## config.mk

```make
export PLATFORM = sky130hd
export DESIGN_NAME = irq_collector
export DESIGN_NICKNAME = d
export VERILOG_FILES = /design/src/rtl/irq_collector.sv
export SDC_FILE = /design/constraint.sdc
export NUM_CORES = 2
export LEC_CHECK = 0
export ABC_AREA = 1
export BUFFER_PORTS_ARGS = -buffer_cell sky130_fd_sc_hd__buf_2
export CORE_MARGIN = 1
export CORE_UTILIZATION = 63
export DETAILED_ROUTE_END_ITERATION = 12
export PLACE_DENSITY_LB_ADDON = 0.12
export SETUP_SLACK_MARGIN = 0.02
export SLEW_MARGIN = 20
export SYNTH_ARGS = -nofsm -noshare
export SYNTH_HDL_FRONTEND = slang
export SYNTH_SLANG_ARGS = --single-unit
```

## constraint.sdc

```tcl
create_clock -name clk -period 153.6 [get_ports clk]
set_input_delay 15.36 -clock clk [delete_from_list [all_inputs] [get_ports clk]]
set_output_delay 15.36 -clock clk [all_outputs]
set_load 0.05 [all_outputs]
```

## src/rtl/irq_collector.sv

```systemverilog
module irq_collector #(
  parameter int NUM_SRC = 127,
  parameter int PRIO_W  = 2,
  parameter int ADDR_W  = $clog2(256 + NUM_SRC * 16)
) (
  input  logic               clk,
  input  logic               rst_n,
  input  logic [NUM_SRC-1:0] src_irq,
  input  logic               bus_wr,
  input  logic [ADDR_W-1:0]  bus_addr,
  input  logic [31:0]        bus_wdata,
  output logic [31:0]        bus_rdata,
  output logic               cpu_irq
);
  localparam int LEVELS = 1 << PRIO_W;
  localparam int IDX_W  = $clog2(NUM_SRC);
  localparam int GRP_W  = ADDR_W - 4;
  localparam int EN_BIT = 4;
  localparam logic [6:0]       NO_VEC   = 7'h7F;
  localparam logic [GRP_W-1:0] GRP_CTRL = GRP_W'(0);
  localparam logic [GRP_W-1:0] GRP_STAT = GRP_W'(1);
  localparam logic [GRP_W-1:0] GRP_VEC  = GRP_W'(2);
  localparam logic [GRP_W-1:0] GRP_ACK  = GRP_W'(3);
  localparam logic [GRP_W-1:0] GRP_SRC  = GRP_W'(16);
  localparam logic [GRP_W-1:0] GRP_LIM  = GRP_W'(16 + NUM_SRC);

  logic [NUM_SRC-1:0] en;
  logic [PRIO_W-1:0]  prio [NUM_SRC];
  logic               srst_q, gate_q;
  logic [LEVELS-1:0]  ins, ins_nxt;
  logic [IDX_W-1:0]   cur_idx;
  logic [PRIO_W-1:0]  cur_lvl;

  logic [GRP_W-1:0] grp;
  logic [1:0]       sub;
  logic [GRP_W-1:0] sidx_full;
  logic [IDX_W-1:0] sidx;
  logic             src_ok, ctrl_wr, src_wr, vec_wr, ack_wr;
  logic [31:0]      src_word, src_new, ctrl_word, ctrl_new;
  logic [6:0]       stat_vec;

  assign grp       = bus_addr[ADDR_W-1:4];
  assign sub       = bus_addr[3:2];
  assign sidx_full = grp - GRP_SRC;
  assign sidx      = sidx_full[IDX_W-1:0];
  assign src_ok    = (grp >= GRP_SRC) && (grp < GRP_LIM);
  assign ctrl_wr   = bus_wr && grp == GRP_CTRL && sub != 2'd3;
  assign src_wr    = bus_wr && src_ok && sub != 2'd3;
  assign vec_wr    = bus_wr && grp == GRP_VEC && sub == 2'd0;
  assign ack_wr    = bus_wr && grp == GRP_ACK && sub == 2'd0;

  function automatic logic [31:0] apply(input logic [31:0] old, input logic [31:0] d,
                                        input logic [1:0] s);
    case (s)
      2'd0:    return d;
      2'd1:    return old | d;
      2'd2:    return old & ~d;
      default: return old;
    endcase
  endfunction

  always_comb begin
    src_word = '0;
    if (src_ok) begin
      src_word[EN_BIT]       = en[sidx];
      src_word[PRIO_W-1:0]   = prio[sidx];
    end
  end
  assign ctrl_word = {30'd0, srst_q, gate_q};
  assign src_new   = apply(src_word, bus_wdata, sub);
  assign ctrl_new  = apply(ctrl_word, bus_wdata, sub);

  logic              ins_any;
  logic [PRIO_W-1:0] ins_top;
  always_comb begin
    ins_any = |ins;
    ins_top = '0;
    for (int l = 0; l < LEVELS; l++)
      if (ins[l]) ins_top = PRIO_W'(l);
  end

  logic              win_ok;
  logic [IDX_W-1:0]  win_idx;
  logic [PRIO_W-1:0] win_lvl;
  always_comb begin
    win_ok  = 1'b0;
    win_idx = '0;
    win_lvl = '0;
    for (int n = 0; n < NUM_SRC; n++)
      if (src_irq[n] && en[n] && (!ins_any || prio[n] > ins_top) &&
          (!win_ok || prio[n] > win_lvl)) begin
        win_ok  = 1'b1;
        win_idx = IDX_W'(n);
        win_lvl = prio[n];
      end
  end

  always_comb begin
    ins_nxt = ins;
    if (ack_wr) ins_nxt = ins & ~bus_wdata[LEVELS-1:0];
    if (vec_wr && cpu_irq) ins_nxt[cur_lvl] = 1'b1;
  end

  always_ff @(posedge clk or negedge rst_n) begin
    if (!rst_n) begin
      en <= '0;
      for (int n = 0; n < NUM_SRC; n++) prio[n] <= '0;
    end else if (srst_q) begin
      en <= '0;
      for (int n = 0; n < NUM_SRC; n++) prio[n] <= '0;
    end else if (src_wr) begin
      en[sidx]   <= src_new[EN_BIT];
      prio[sidx] <= src_new[PRIO_W-1:0];
    end
  end

  always_ff @(posedge clk or negedge rst_n) begin
    if (!rst_n) begin
      srst_q  <= 1'b0;
      gate_q  <= 1'b0;
      ins     <= '0;
      cpu_irq <= 1'b0;
      cur_idx <= '0;
      cur_lvl <= '0;
    end else begin
      if (ctrl_wr) begin
        srst_q <= ctrl_new[1];
        gate_q <= ctrl_new[0];
      end
      if (srst_q) begin
        gate_q  <= 1'b1;
        ins     <= '0;
        cpu_irq <= 1'b0;
      end else begin
        ins <= ins_nxt;
        if (cpu_irq) begin
          if (vec_wr) cpu_irq <= 1'b0;
        end else if (win_ok && !gate_q) begin
          cpu_irq <= 1'b1;
          cur_idx <= win_idx;
          cur_lvl <= win_lvl;
        end
      end
    end
  end

  assign stat_vec = cpu_irq ? 7'(cur_idx) : NO_VEC;

  always_comb begin
    bus_rdata = '0;
    if (grp == GRP_CTRL && sub != 2'd3) bus_rdata = ctrl_word;
    else if (grp == GRP_STAT)           bus_rdata = {25'd0, stat_vec};
    else if (src_ok && sub != 2'd3)     bus_rdata = src_word;
  end
endmodule


```

# After elaboration in Yosys (flattened, before gate mapping)
# Cells that the tools add are included.
[totals] register_bits=397 output_inout_bits=33
[op_classes] add_sub_neg=1 n_lt_le_gt_ge=261 eq_ne=6 n_mux=417 bitwise_logic=11 n_reduce_logical=787
[op_table] operator="7-bit two-way mux" n=128
[op_table] operator="254-bit two-way mux" n=2
[op_table] operator="2-bit > comparator" n=253
[op_table] operator="1-bit logical AND" n=396
[op_table] operator="2-bit two-way mux" n=133
[op_table] operator="254-bit bitwise mux" n=1
[op_table] operator="127-bit two-way mux" n=2
[op_table] operator="1-bit logical OR" n=253
[op_table] operator="1-bit two-way mux" n=139
[op_table] operator="1-bit zero test" n=128
[op_table] operator="127-bit bitwise mux" n=1
[op_table] operator="8-bit by 2-bit == test with 1-bit output, second input constant" n=2
[op_table] operator="5-bit case mux with 3 select lines" n=1
[op_table] operator="2-bit binary-select mux with 7-bit select" n=1
[op_table] operator="2-bit demux with 7-bit select" n=1
[op_table] operator="4-bit two-way mux" n=3
[op_table] operator="8-bit by 1-bit == test with 1-bit output, second input constant" n=1
[op_table] operator="8-bit by 5-bit >= comparator with 1-bit output, second input constant" n=1
[op_table] operator="8-bit >= comparator, second input constant" n=1
[op_table] operator="8-bit zero test" n=1
[op_table] operator="7-bit by 8-bit less-than comparator with 1-bit output, second input constant" n=1
[op_table] operator="8-bit by 1-bit less-than comparator with 1-bit output, second input constant" n=1
[op_table] operator="8-bit less-than comparator, second input constant" n=1
[op_table] operator="7-bit NOT with 8-bit output" n=1
[op_table] operator="28 further kinds" n=31

# Longest topological paths before layout
[logic_depth] depth_word=515 mapped_depth=950 ltp_nobuf=950

# Least setup slack after synthesis
# No wires, ideal clock.
[synth_path] path_kind="input -> register" start="in src_irq[0]" end="reg cur_idx[3]" setup_ps=124 arrival_ps=133373 required_time_ps=153476 slack_ps=20102 stages=825 path_cell_list="nand2_1 -> inv_2 -> nand2_1 -> nor2_1 -> inv_1 -> ha_1 -> inv_1 -> o21bai_1 -> nand2_1 -> nand3_1 -> nand2_1 -> nand2_1 -> nand2_2 -> inv_1 -> ha_1 -> inv_1 -> nor2_1 -> o21ai_1 -> (+789 left out) -> ha_1 -> inv_1 -> nor2_1 -> o21ai_0 -> nand2_1 -> nand2_1 -> inv_1 -> nand2_1 -> and2_1 -> ha_1 -> inv_1 -> nor2_1 -> o21ai_0 -> a21oi_1 -> nor2_1 -> nand2_1 -> o32ai_1 -> inv_1"
[synth_lines] item="from (decl)" line_no="8" text="input logic [NUM_SRC-1:0] src_irq,"
[synth_lines] item="to (signal assigned)" line_no="140" text="cur_idx <= win_idx;"
[synth_lines] item="to (decl)" line_no="31" text="logic [IDX_W-1:0] cur_idx;"

==> impl_metrics.env <==
export IMPL_p_comb_share_pct=23.6
export IMPL_cpMaxStageDelayCell="ha_1"
export IMPL_ys_ff_latch=397
export IMPL_grt_max_degree=171
export IMPL_regToRegSetupSlack_ns=26.08
export IMPL_hold_viol=0
export IMPL_ys_seq_area_share_pct=27.2
export IMPL_dp_hpwl_um=89800
export IMPL_grt_pass1_wl_um=202000
export IMPL_cts_sinks=397
export IMPL_worst_setup_path_type="in -> reg"
export IMPL_setup_violations=0
export IMPL_hp_class="reg -> reg"
export IMPL_ctsHtreeMaxLevel=2
export IMPL_busiest_layer="met2"
export IMPL_grtUsageMet1_pct=56.8
export IMPL_row_count=87
export IMPL_cts_root_buffer="clkbuf_16"
export IMPL_cts_tree="built"
export IMPL_worst_setup_path_end_kind="flip-flop"
export IMPL_period_minus_slack_ns=140.81
export IMPL_crit_top_cell="nand2_2"
export IMPL_status="completed"
export IMPL_die_area_um2=59000
export IMPL_ff2ff_path_depth=843
export IMPL_die_w_um=243
export IMPL_port_buffers=152
export IMPL_grt_use_met3_pct=11.2
export IMPL_antenna_found_initial=6
export IMPL_grt_usage_pct=43.7
export IMPL_area_growth_pct=8.78
export IMPL_fp_coreArea_um2=56800
export IMPL_ant_nets=0
export IMPL_avgSynthCellArea_um2=6.75
export IMPL_cts_clk_slew_worst_paths_ns=0.06
export IMPL_ys_types=52
export IMPL_cts_buffer_depth=3
export IMPL_numCtsBuffers=46
export IMPL_seq_power_share_pct=36.0
export IMPL_final_common_cell="nand2_1"
export IMPL_p_clk_share_pct=40.5
export IMPL_synth_edff_count=0
export IMPL_crit_required_ns=154.08
export IMPL_synth_cells=5416
export IMPL_whs_path_depth=2
export IMPL_overflow=0
export IMPL_hold_slack_ns=0.482
export IMPL_drt_wl_total_um=131000
export IMPL_r2r_start="ins[2]"
export IMPL_clkLatencyLatePin_ns=0.61
export IMPL_first_pass_iters=8
export IMPL_first_global_vias=36500
export IMPL_p_leak_nw=20.4
export IMPL_max_freq_ghz=0.00710
export IMPL_async_flop_share_pct=100
export IMPL_io_pin_count=207
export IMPL_worstPathMaxFanout=7
export IMPL_final_nets=6090
export IMPL_place_gp_congestion=1.01
export IMPL_p_int_mw=0.203
export IMPL_wire_per_inst_um=20.8
export IMPL_vias=39500
export IMPL_maxSlewHeadroom_pct=24.0
export IMPL_viasPerCell=6.26
export IMPL_start_util_pct=64.4
export IMPL_netlist_area_um2=36600
export IMPL_drive_above_1_share_pct=12.2
export IMPL_hp_start="prio[244]"
export IMPL_power_switching_mw=0.101
export IMPL_route_detailed_drc=0
export IMPL_rsz0062_at_grt="false"
export IMPL_synth_warnings=0
export IMPL_critical_path_startpoint_type="input port"
export IMPL_worstPathArrival_ns=141.29
export IMPL_power_density_nw_per_um2=7.64
export IMPL_crit_end="cur_idx[6]"
export IMPL_drv_cap=0
export IMPL_synthFlopType="dfrtp_1"
export IMPL_use_met2_pct=65.2
export IMPL_swShare_pct=33.3
export IMPL_dr_first_iter_drc_count=4043
export IMPL_startpoint="src_irq[0]"
export IMPL_skew_ns=0.0270
export IMPL_postCtsSetupRepairBufs=0
export IMPL_peakVddDrop_v=0.00000914
export IMPL_r2r_end="cur_idx[6]"
export IMPL_final_cell_mix="1176 x nand2_1, 696 x inv_1, 561 x o21ai_0, 519 x nand3_1"
export IMPL_post_route_period_util_pct=91.7
export IMPL_fin_tns_setup_ns=0
export IMPL_crit_path_max_incr_delay_ns=0.31
export IMPL_die_h_um=243
export IMPL_slew_viol_final=0
export IMPL_tightest_slew_ns=1.14
==> power by group through the flow <==
stage | combinational, mW | clock [mW] | sequential, mW
global placement | 0.0676 | 0 | 0.111
CTS | 0.0694 | 0.123 | 0.109
floorplan | 0.0486 | 0 | 0.111
detailed placement | 0.0689 | 0 | 0.111
finish | 0.0716 | 0.123 | 0.109
global route | 0.0780 | 0.127 | 0.110
==> Yosys cell counts, drive strengths merged, types with 10 or more instances <==
cell / n / area, um2
nand2: 1479 / 6310
inv: 710 / 2670
o21ai: 689 / 3450
nand3: 523 / 2640
dfrtp: 397 / 9930
ha: 396 / 4950
nor2: 305 / 1150
o22ai: 259 / 1620
a21oi: 167 / 840
clkbuf: 140 / 606
nor3: 89 / 445
buf: 38 / 274
or2: 38 / 238
o41ai: 33 / 289
o31ai: 26 / 195
nand4: 24 / 156
a221oi: 13 / 114
a22oi: 13 / 97.6
a31oi: 12 / 75.1
o2111ai: 10 / 87.6
==> stage by stage <==
step	setup WS (ns)	cells	util [%]	total power, mW	cell area, um2
floorplan	20.10	5440	-	0.159	36700
global placement	6.98	6228	67.1	0.179	38100
detailed placement	4.91	6228	67.1	0.180	38100
CTS	4.73	6309	70.0	0.301	39800
global route	0.0698	6309	70.0	0.314	39800
finish	12.79	6310	70.0	0.304	39800
==> final cells by class <==
cell class / count / area, um2
multi-input combinational: 4149 / 23300
fill: 5051 / 17000
sequential: 397 / 9940
inverter: 716 / 2710
clock buffer: 65 / 1350
timing repair buffer: 210 / 1240
tap: 756 / 946
clock inverter: 16 / 288
antenna: 1 / 2.50
==> worst min-delay path by stage <==
stage,to,slack [ns]
after floorplan,cur_idx[0],0.44
after global placement,prio[12],0.47
after detailed placement,prio[244],0.47
after CTS,prio[12],0.49
after global routing,prio[144],0.50
final,prio[244],0.48
==> kinds of logic after synthesis <==
| logic type | Yosys count | share of synthesized area [%] |
|---|---|---|
| other | 1 | 0.0103 |
| adder cells (fa/ha/maj) | 396 | 13.5 |
| buffers and inverters | 894 | 9.79 |
| AND/OR/NAND/NOR | 2468 | 30.1 |
| AO/OA/AOI/OAI | 1260 | 19.4 |
| flip-flops | 397 | 27.2 |
==> critical path: cells and delay by family <==
kind | cells | cell delay, ns
adders and majority gates | 134 | 36.36
buffers and inverters | 78 | 5.04
AOI/OAI and AO/OA | 249 | 41.61
and+or+nand+nor | 437 | 51.20
==> registers in the layout (all words and copies together), names as in the netlist <==
register / flops
cpu_irq: 1
cur_idx: 7
cur_lvl: 2
en: 127
gate_q: 1
ins: 4
prio: 254
srst_q: 1
==> timing repair <==
action / CTS / global route
endpoints found under the hold margin: 0 / 0
hold buffers: 0 / 0
endpoints found under the setup margin: 0 / 9
resized for setup: 0 / 118
==> layer usage <==
layer | up-vias | routed length [um]
li1 | 18500 | -
met1 | 18200 | 51400
met2 | 2265 | 54200
met3 | 535 | 16500
met4 | 8 | 9260
met5 | - | 49
Power figures use the tool's default switching activity.
